[src/rtl/tgsg_pkg.sv]
package tgsg_pkg;

  typedef enum logic [1:0] {
    SC_LOAD  = 2'd0,
    SC_SEEK  = 2'd1,
    SC_EMIT  = 2'd2,
    SC_DRAIN = 2'd3
  } scan_state_e;

endpackage

[src/rtl/tgsg_tag_store.sv]
// Per-pixel tag storage for one tile: one write port, one combinational read port.
module tgsg_tag_store #(
  parameter int TAG_W = 8,
  parameter int PIX   = 256
) (
  input  logic                     clk,
  input  logic                     wr_en,
  input  logic [$clog2(PIX)-1:0]   wr_addr,
  input  logic [TAG_W-1:0]         wr_data,
  input  logic [$clog2(PIX)-1:0]   rd_addr,
  output logic [TAG_W-1:0]         rd_data
);

  logic [TAG_W-1:0] cell_q [PIX];

  always_ff @(posedge clk) begin
    if (wr_en) begin
      cell_q[wr_addr] <= wr_data;
    end
  end

  assign rd_data = cell_q[rd_addr];

endmodule

[src/rtl/tgsg_span_fifo.sv]
// Span queue between the scanner and the shading stage.
module tgsg_span_fifo #(
  parameter int DW    = 21,
  parameter int DEPTH = 32
) (
  input  logic          clk,
  input  logic          rst_n,
  input  logic          push,
  input  logic [DW-1:0] push_data,
  output logic          full,
  output logic          empty,
  output logic          out_valid,
  input  logic          out_ready,
  output logic [DW-1:0] out_data
);

  localparam int AW = (DEPTH > 1) ? $clog2(DEPTH) : 1;
  localparam int CW = $clog2(DEPTH + 1);

  logic [DW-1:0] slot_q [DEPTH];
  logic [AW-1:0] wr_q, wr_d, rd_q, rd_d;
  logic [CW-1:0] cnt_q, cnt_d;
  logic          pop;

  assign full      = (cnt_q == CW'(DEPTH));
  assign empty     = (cnt_q == '0);
  assign out_valid = !empty;
  assign pop       = out_valid && out_ready;
  assign out_data  = slot_q[rd_q];

  always_comb begin
    wr_d  = wr_q;
    rd_d  = rd_q;
    cnt_d = cnt_q;
    if (push) begin
      wr_d = (wr_q == AW'(DEPTH - 1)) ? '0 : wr_q + 1'b1;
    end
    if (pop) begin
      rd_d = (rd_q == AW'(DEPTH - 1)) ? '0 : rd_q + 1'b1;
    end
    if (push && !pop) begin
      cnt_d = cnt_q + 1'b1;
    end else if (pop && !push) begin
      cnt_d = cnt_q - 1'b1;
    end
  end

  always_ff @(posedge clk or negedge rst_n) begin
    if (!rst_n) begin
      wr_q  <= '0;
      rd_q  <= '0;
      cnt_q <= '0;
    end else begin
      wr_q  <= wr_d;
      rd_q  <= rd_d;
      cnt_q <= cnt_d;
    end
  end

  always_ff @(posedge clk) begin
    if (push) begin
      slot_q[wr_q] <= push_data;
    end
  end

endmodule

[src/rtl/tgsg_scanner.sv]
// Loads the tile, then runs one raster pass per distinct tag and cuts spans.
module tgsg_scanner
  import tgsg_pkg::*;
#(
  parameter int TILE_W = 16,
  parameter int TILE_H = 16,
  parameter int TAG_W  = 8
) (
  input  logic                                   clk,
  input  logic                                   rst_n,
  input  logic                                   in_valid,
  input  logic [TAG_W-1:0]                       in_tag,
  output logic                                   in_ready,
  output logic                                   wr_en,
  output logic [$clog2(TILE_W*TILE_H)-1:0]       wr_addr,
  output logic [TAG_W-1:0]                       wr_data,
  output logic [$clog2(TILE_W*TILE_H)-1:0]       rd_addr,
  input  logic [TAG_W-1:0]                       rd_tag,
  output logic                                   push,
  output logic [TAG_W+$clog2(TILE_H)+$clog2(TILE_W)+$clog2(TILE_W+1)-1:0] push_data,
  input  logic                                   fifo_full,
  input  logic                                   fifo_empty,
  output logic                                   tile_done
);

  localparam int X_W   = $clog2(TILE_W);
  localparam int Y_W   = $clog2(TILE_H);
  localparam int PIX   = TILE_W * TILE_H;
  localparam int PIX_W = $clog2(PIX);
  localparam int LEN_W = $clog2(TILE_W + 1);

  scan_state_e      state_q, state_d;
  logic [PIX_W-1:0] ptr_q, ptr_d;
  logic [PIX_W-1:0] base_q, base_d;
  logic [TAG_W-1:0] tag_q, tag_d;
  logic             run_on_q, run_on_d;
  logic [X_W-1:0]   run_x_q, run_x_d;
  logic [LEN_W-1:0] run_len_q, run_len_d;
  logic [PIX-1:0]   used_q, used_d;
  logic             done_q, done_d;

  logic [X_W-1:0]   px_x;
  logic [Y_W-1:0]   px_y;
  logic             last_pix, row_end, hit, free_px;
  logic             push_req, step;
  logic [X_W-1:0]   sp_x;
  logic [LEN_W-1:0] sp_len;

  assign px_x     = ptr_q[X_W-1:0];
  assign px_y     = ptr_q[PIX_W-1:X_W];
  assign last_pix = (ptr_q == PIX_W'(PIX - 1));
  assign row_end  = (px_x == X_W'(TILE_W - 1));
  assign hit      = (rd_tag == tag_q);
  assign free_px  = (rd_tag != '0) && !used_q[ptr_q];

  assign in_ready  = (state_q == SC_LOAD);
  assign wr_en     = in_valid && in_ready;
  assign wr_addr   = ptr_q;
  assign wr_data   = in_tag;
  assign rd_addr   = ptr_q;
  assign tile_done = done_q;
  assign push_data = {tag_q, px_y, sp_x, sp_len};

  // span cut: a run closes on a tag change or on the last column
  always_comb begin
    push_req = 1'b0;
    sp_x     = run_x_q;
    sp_len   = run_len_q;
    if (state_q == SC_EMIT) begin
      if (hit && row_end) begin
        push_req = 1'b1;
        sp_x     = run_on_q ? run_x_q : px_x;
        sp_len   = run_on_q ? run_len_q + LEN_W'(1) : LEN_W'(1);
      end else if (!hit && run_on_q) begin
        push_req = 1'b1;
      end
    end
  end

  assign step = !(push_req && fifo_full);
  assign push = push_req && step;

  always_comb begin
    state_d   = state_q;
    ptr_d     = ptr_q;
    base_d    = base_q;
    tag_d     = tag_q;
    run_on_d  = run_on_q;
    run_x_d   = run_x_q;
    run_len_d = run_len_q;
    used_d    = used_q;
    done_d    = 1'b0;
    unique case (state_q)
      SC_LOAD: begin
        if (wr_en) begin
          if (last_pix) begin
            ptr_d   = '0;
            state_d = SC_SEEK;
          end else begin
            ptr_d = ptr_q + 1'b1;
          end
        end
      end
      SC_SEEK: begin
        if (free_px) begin
          tag_d    = rd_tag;
          base_d   = ptr_q;
          run_on_d = 1'b0;
          state_d  = SC_EMIT;
        end else if (last_pix) begin
          state_d = SC_DRAIN;
        end else begin
          ptr_d = ptr_q + 1'b1;
        end
      end
      SC_EMIT: begin
        if (step) begin
          if (hit) begin
            used_d[ptr_q] = 1'b1;
          end
          if (hit && !row_end) begin
            if (run_on_q) begin
              run_len_d = run_len_q + LEN_W'(1);
            end else begin
              run_x_d   = px_x;
              run_len_d = LEN_W'(1);
            end
            run_on_d = 1'b1;
          end else begin
            run_on_d = 1'b0;
          end
          if (last_pix) begin
            ptr_d   = base_q;
            state_d = SC_SEEK;
          end else begin
            ptr_d = ptr_q + 1'b1;
          end
        end
      end
      SC_DRAIN: begin
        if (fifo_empty) begin
          done_d  = 1'b1;
          used_d  = '0;
          ptr_d   = '0;
          state_d = SC_LOAD;
        end
      end
      default: state_d = SC_LOAD;
    endcase
  end

  always_ff @(posedge clk or negedge rst_n) begin
    if (!rst_n) begin
      state_q   <= SC_LOAD;
      ptr_q     <= '0;
      base_q    <= '0;
      tag_q     <= '0;
      run_on_q  <= 1'b0;
      run_x_q   <= '0;
      run_len_q <= '0;
      used_q    <= '0;
      done_q    <= 1'b0;
    end else begin
      state_q   <= state_d;
      ptr_q     <= ptr_d;
      base_q    <= base_d;
      tag_q     <= tag_d;
      run_on_q  <= run_on_d;
      run_x_q   <= run_x_d;
      run_len_q <= run_len_d;
      used_q    <= used_d;
      done_q    <= done_d;
    end
  end

endmodule

[src/rtl/tag_span_grouper.sv]
// Top: tag store, scanner and span queue, with a reset release synchronizer.
module tag_span_grouper #(
  parameter int TILE_W     = 16,
  parameter int TILE_H     = 16,
  parameter int TAG_W      = 8,
  parameter int FIFO_DEPTH = 32
) (
  input  logic                          clk,
  input  logic                          rst_n,
  input  logic                          in_valid,
  input  logic [TAG_W-1:0]              in_tag,
  output logic                          in_ready,
  output logic                          span_valid,
  input  logic                          span_ready,
  output logic [TAG_W-1:0]              span_tag,
  output logic [$clog2(TILE_H)-1:0]     span_row,
  output logic [$clog2(TILE_W)-1:0]     span_x,
  output logic [$clog2(TILE_W+1)-1:0]   span_len,
  output logic                          tile_done
);

  localparam int X_W   = $clog2(TILE_W);
  localparam int Y_W   = $clog2(TILE_H);
  localparam int PIX   = TILE_W * TILE_H;
  localparam int PIX_W = $clog2(PIX);
  localparam int LEN_W = $clog2(TILE_W + 1);
  localparam int DW    = TAG_W + Y_W + X_W + LEN_W;

  logic             rst_meta_q, rst_sync_q;
  logic             wr_en;
  logic [PIX_W-1:0] wr_addr, rd_addr;
  logic [TAG_W-1:0] wr_data, rd_tag;
  logic             fifo_push, fifo_full, fifo_empty;
  logic [DW-1:0]    push_data, out_data;

  always_ff @(posedge clk or negedge rst_n) begin
    if (!rst_n) begin
      rst_meta_q <= 1'b0;
      rst_sync_q <= 1'b0;
    end else begin
      rst_meta_q <= 1'b1;
      rst_sync_q <= rst_meta_q;
    end
  end

  tgsg_tag_store #(.TAG_W(TAG_W), .PIX(PIX)) u_store (
    .clk     (clk),
    .wr_en   (wr_en),
    .wr_addr (wr_addr),
    .wr_data (wr_data),
    .rd_addr (rd_addr),
    .rd_data (rd_tag)
  );

  tgsg_scanner #(.TILE_W(TILE_W), .TILE_H(TILE_H), .TAG_W(TAG_W)) u_scan (
    .clk        (clk),
    .rst_n      (rst_sync_q),
    .in_valid   (in_valid),
    .in_tag     (in_tag),
    .in_ready   (in_ready),
    .wr_en      (wr_en),
    .wr_addr    (wr_addr),
    .wr_data    (wr_data),
    .rd_addr    (rd_addr),
    .rd_tag     (rd_tag),
    .push       (fifo_push),
    .push_data  (push_data),
    .fifo_full  (fifo_full),
    .fifo_empty (fifo_empty),
    .tile_done  (tile_done)
  );

  tgsg_span_fifo #(.DW(DW), .DEPTH(FIFO_DEPTH)) u_fifo (
    .clk       (clk),
    .rst_n     (rst_sync_q),
    .push      (fifo_push),
    .push_data (push_data),
    .full      (fifo_full),
    .empty     (fifo_empty),
    .out_valid (span_valid),
    .out_ready (span_ready),
    .out_data  (out_data)
  );

  assign {span_tag, span_row, span_x, span_len} = out_data;

endmodule

[config.mk]
export PLATFORM = sky130hd
export DESIGN_NAME = tag_span_grouper
export DESIGN_NICKNAME = d
export VERILOG_FILES = /design/src/rtl/tgsg_pkg.sv /design/src/rtl/tgsg_tag_store.sv /design/src/rtl/tgsg_span_fifo.sv /design/src/rtl/tgsg_scanner.sv /design/src/rtl/tag_span_grouper.sv
export SDC_FILE = /design/constraint.sdc
export NUM_CORES = 2
export LEC_CHECK = 0
export BUFFER_PORTS_ARGS = -buffer_cell sky130_fd_sc_hd__buf_2
export CAP_MARGIN = 10
export CORE_ASPECT_RATIO = 0.75
export CORE_MARGIN = 2
export CORE_UTILIZATION = 55
export DETAILED_ROUTE_END_ITERATION = 16
export PLACE_DENSITY = 0.68
export SETUP_SLACK_MARGIN = 0.05
export SLEW_MARGIN = 20
export SYNTH_ARGS = -nofsm -noshare
export SYNTH_HDL_FRONTEND = slang
export SYNTH_SLANG_ARGS = --single-unit
[constraint.sdc]
create_clock -name clk -period 20.2 [get_ports clk]
set_input_delay 4.04 -clock clk [delete_from_list [all_inputs] [get_ports clk]]
set_output_delay 4.04 -clock clk [all_outputs]
set_load 0.005 [all_outputs]
==> reports/metrics.cfg <==
[run_status]
status = completed

[sta]
fmax_ghz = 0.104
fin_worst_skew_ps = 66.0
setup_viol = 0
hold_viol_final = 0
final.period_utilization_pct = 47.7
max_slew_margin_pct = 19.3
finalMaxSlewViolations = 0
tightest_slew_ps = 1210
setup_tns_ps = 0
holdWs_ps = 362
rsz0062_at_grt = false
post-route-min-period_ps = 9630
layout_setup_ws_ps = 10570

[yosys]
synthCells = 6328
synth-seq-area-share_pct = 74.5
synth_area_leaders = edfxtp_1 68%, mux4_2 12%, dfrtp_1 6.5%
synth_common_cells = 2720 x edfxtp_1, 631 x mux4_2, 397 x nand2_1
synth_edf_count = 2720
async_flop_share_pct = 10.3
ys_seq_elements = 3031
synth.yosys.warnings = 0
syn_nets = 6358
syn_area_per_cell_um2 = 19.0
yosys.area.top_type_share_pct = 68.0
synth_area_um2 = 120000
ys.flop_type = edfxtp_1
synth_cell_types = 86
synth.largest_area_cell = edfxtp_1
synth_most_common_cell = edfxtp_1

[critical_path]
regToRegSetupSlack_ps = 10570
worstSetupPathType = reg -> reg
path_max_fanout = 116
cp_data_required_time_ps = 20920
cp.arrival_ps = 10350
critPathCaptureType = register
crit_path_start_kind = register

[global_route]
grt_pass1_vias = 61200
grt_pass1_wl_um = 455000
grt_overflow_total = 0
antenna_found_initial = 14
grt_use_total_pct = 28.7
grt_max_degree = 142

[floorplan]
dieHeight_um = 409
start_util_pct = 55.4
core_area_um2 = 217000
fp-row-count = 148
design.die.area_um2 = 222000
die_x_um = 544
ios = 36

[flow_run]
cap_violations = 0

[cts]
postCtsSetupBuffers = 0
cts-root-buf = clkbuf_16
cts_max_path_buffers = 4
cts_sinks = 3031
htreeDepth = 5
numCtsBuffers = 289
cts_tree = built
clkLatencyLatePin_ps = 880
cts_resized = 0
cts-hold-fix-buffers = 0
clkTransAtPathRegs_ps = 70

[finish]
nFillCells = 15200
fin_cells = 9548
layout-drive-gt1-share_pct = 20.8
area_growth_pct = 10.4
nNetsFinal = 6432

[detailed_routing]
drc_errors = 0
via_per_inst = 6.67
first_pass_iters = 6
initialDrtViolationCount = 10400
antenna_left = 0
wirelength_um = 320000
wl_per_cell_um = 33.5
num_vias = 63700

[placement]
dpl.cell_count = 9035
port_buffers = 35
pre_cts_slack_ps = 10530
hpwlAfterDp_um = 192000
gp_congestion = 0.904

[power_and_ir_drop]
ir_worst_vdd_uv = 159
post-layout-total-power_mw = 17.4
power_density_nw_per_um2 = 131
leakage_nw = 43.5

[min_path]
hp-class = reg -> reg

where the power goes:
part | internal (mW) | leakage (nW) | total (mW) | switching [mW]
clock network | 2.96 | 4.39 | 5.28 | 2.32
logic | 1.86 | 10.4 | 4.98 | 3.12
registers | 6.99 | 28.8 | 7.18 | 0.191
per-stage QoR:
step           util [%]  cell area [um^2]
2_1_floorplan         -            120000
3_3_place_gp       56.9            124000
3_5_place_dp       56.9            124000
4_1_cts            61.1            133000
5_1_grt            61.1            133000
6_report           61.1            133000
layout make-up:
class / count / area, um^2 / share of cell area (%)
sequential: 3031 / 89500 / 67.5
multi-input combinational: 2853 / 28700 / 21.7
clock buffer: 383 / 7790 / 5.87
tap: 2925 / 3660 / 2.76
timing repair buffer: 207 / 1670 / 1.26
clock inverter: 127 / 1220 / 0.918
inverter: 20 / 77.6 / 0.0585
antenna: 2 / 5.00 / 0.00377
path summary, 6_finish.rpt:
check | startpoint | end | depth (start not counted)
max in group asynchronous | rst_n | rst_sync_q | 1
max reg2reg | u_scan.rd_addr[1] | u_fifo.cnt_q[5] | 26
min in group asynchronous | rst_sync_q | u_scan.tile_done | 0
min | rst_meta_q | rst_sync_q | 0
min reg2reg | rst_meta_q | rst_sync_q | 0
max | u_scan.rd_addr[1] | u_fifo.cnt_q[5] | 26
worst max-delay path: stages (launching register included):
cell and delay [ps]:
dfrtp_4 840, buf_12 660, buf_4 830, buf_4 810
mux4_2 590, a22oi_1 210, and3_1 180, nor4_1 80
nor4_2 720, nor2_1 80, a2111oi_1 460, a31oi_1 140
nor4_4 440, buf_4 250, mux2i_1 750, nand2_1 330
inv_1 140, ha_1 200, inv_1 130, ha_1 290
a21o_1 170, a21oi_1 270, o21bai_1 120, a21oi_1 190
xnor2_1 150, nor2_1 70, xor2_1 150
cell usage in the layout (no fill, tap or decap), types with 15 or more instances in the layout:
cell and instances:
a21oi_1 69, a22oi_1 208, a31oi_1 19, and2_1 33
and3_1 21, buf_2 27, buf_4 161, bufinv_16 18
clkbuf_1 78, clkbuf_16 293, clkbuf_8 20, clkinv_1 48
clkinv_2 36, dfrtp_1 296, edfxtp_1 2720, ha_1 17
inv_1 16, mux2_2 54, mux2i_1 391, mux4_2 631
nand2_1 390, nand3_1 103, nand4_1 19, nor2_1 300
nor2b_1 18, nor3_1 22, o21ai_0 229, o21ai_1 52
o22ai_1 15
metal layers:
metal  global-route usage [%]  wire (um)
met5                    0.390        174
met4                     8.31       9890
met3                     7.85      39900
met2                     40.2     139000
met1                     44.5     131000
state kept, by name (all words and copies together), names as in the netlist, 2 cells and up:
signal,count
u_scan.rd_addr,8
u_fifo.slot_q,672
u_fifo.cnt_q,6
u_fifo.wr_q,5
u_store.cell_q,2048
u_scan.state_q,2
u_fifo.rd_q,5
u_scan.run_len_q,5
u_scan.tag_q,8
u_scan.used_q,256
u_scan.run_x_q,4
u_scan.base_q,8
cell families (layout without fill, tap and decap cells):
group | after synthesis | after routing | synth area share (%)
adders and majority gates | 18 | 18 | 0.194
buffers and inverters | 444 | 737 | 1.78
AOI/OAI and AO/OA | 706 | 706 | 3.78
other | 1 | 3 | 0.00312
xor gates and xnor gates | 13 | 13 | 0.0948
muxes | 1090 | 1090 | 15.9
DFF | 3031 | 3031 | 74.5
and+or+nand+nor | 1025 | 1025 | 3.83
(Power assumes the default switching activity.)
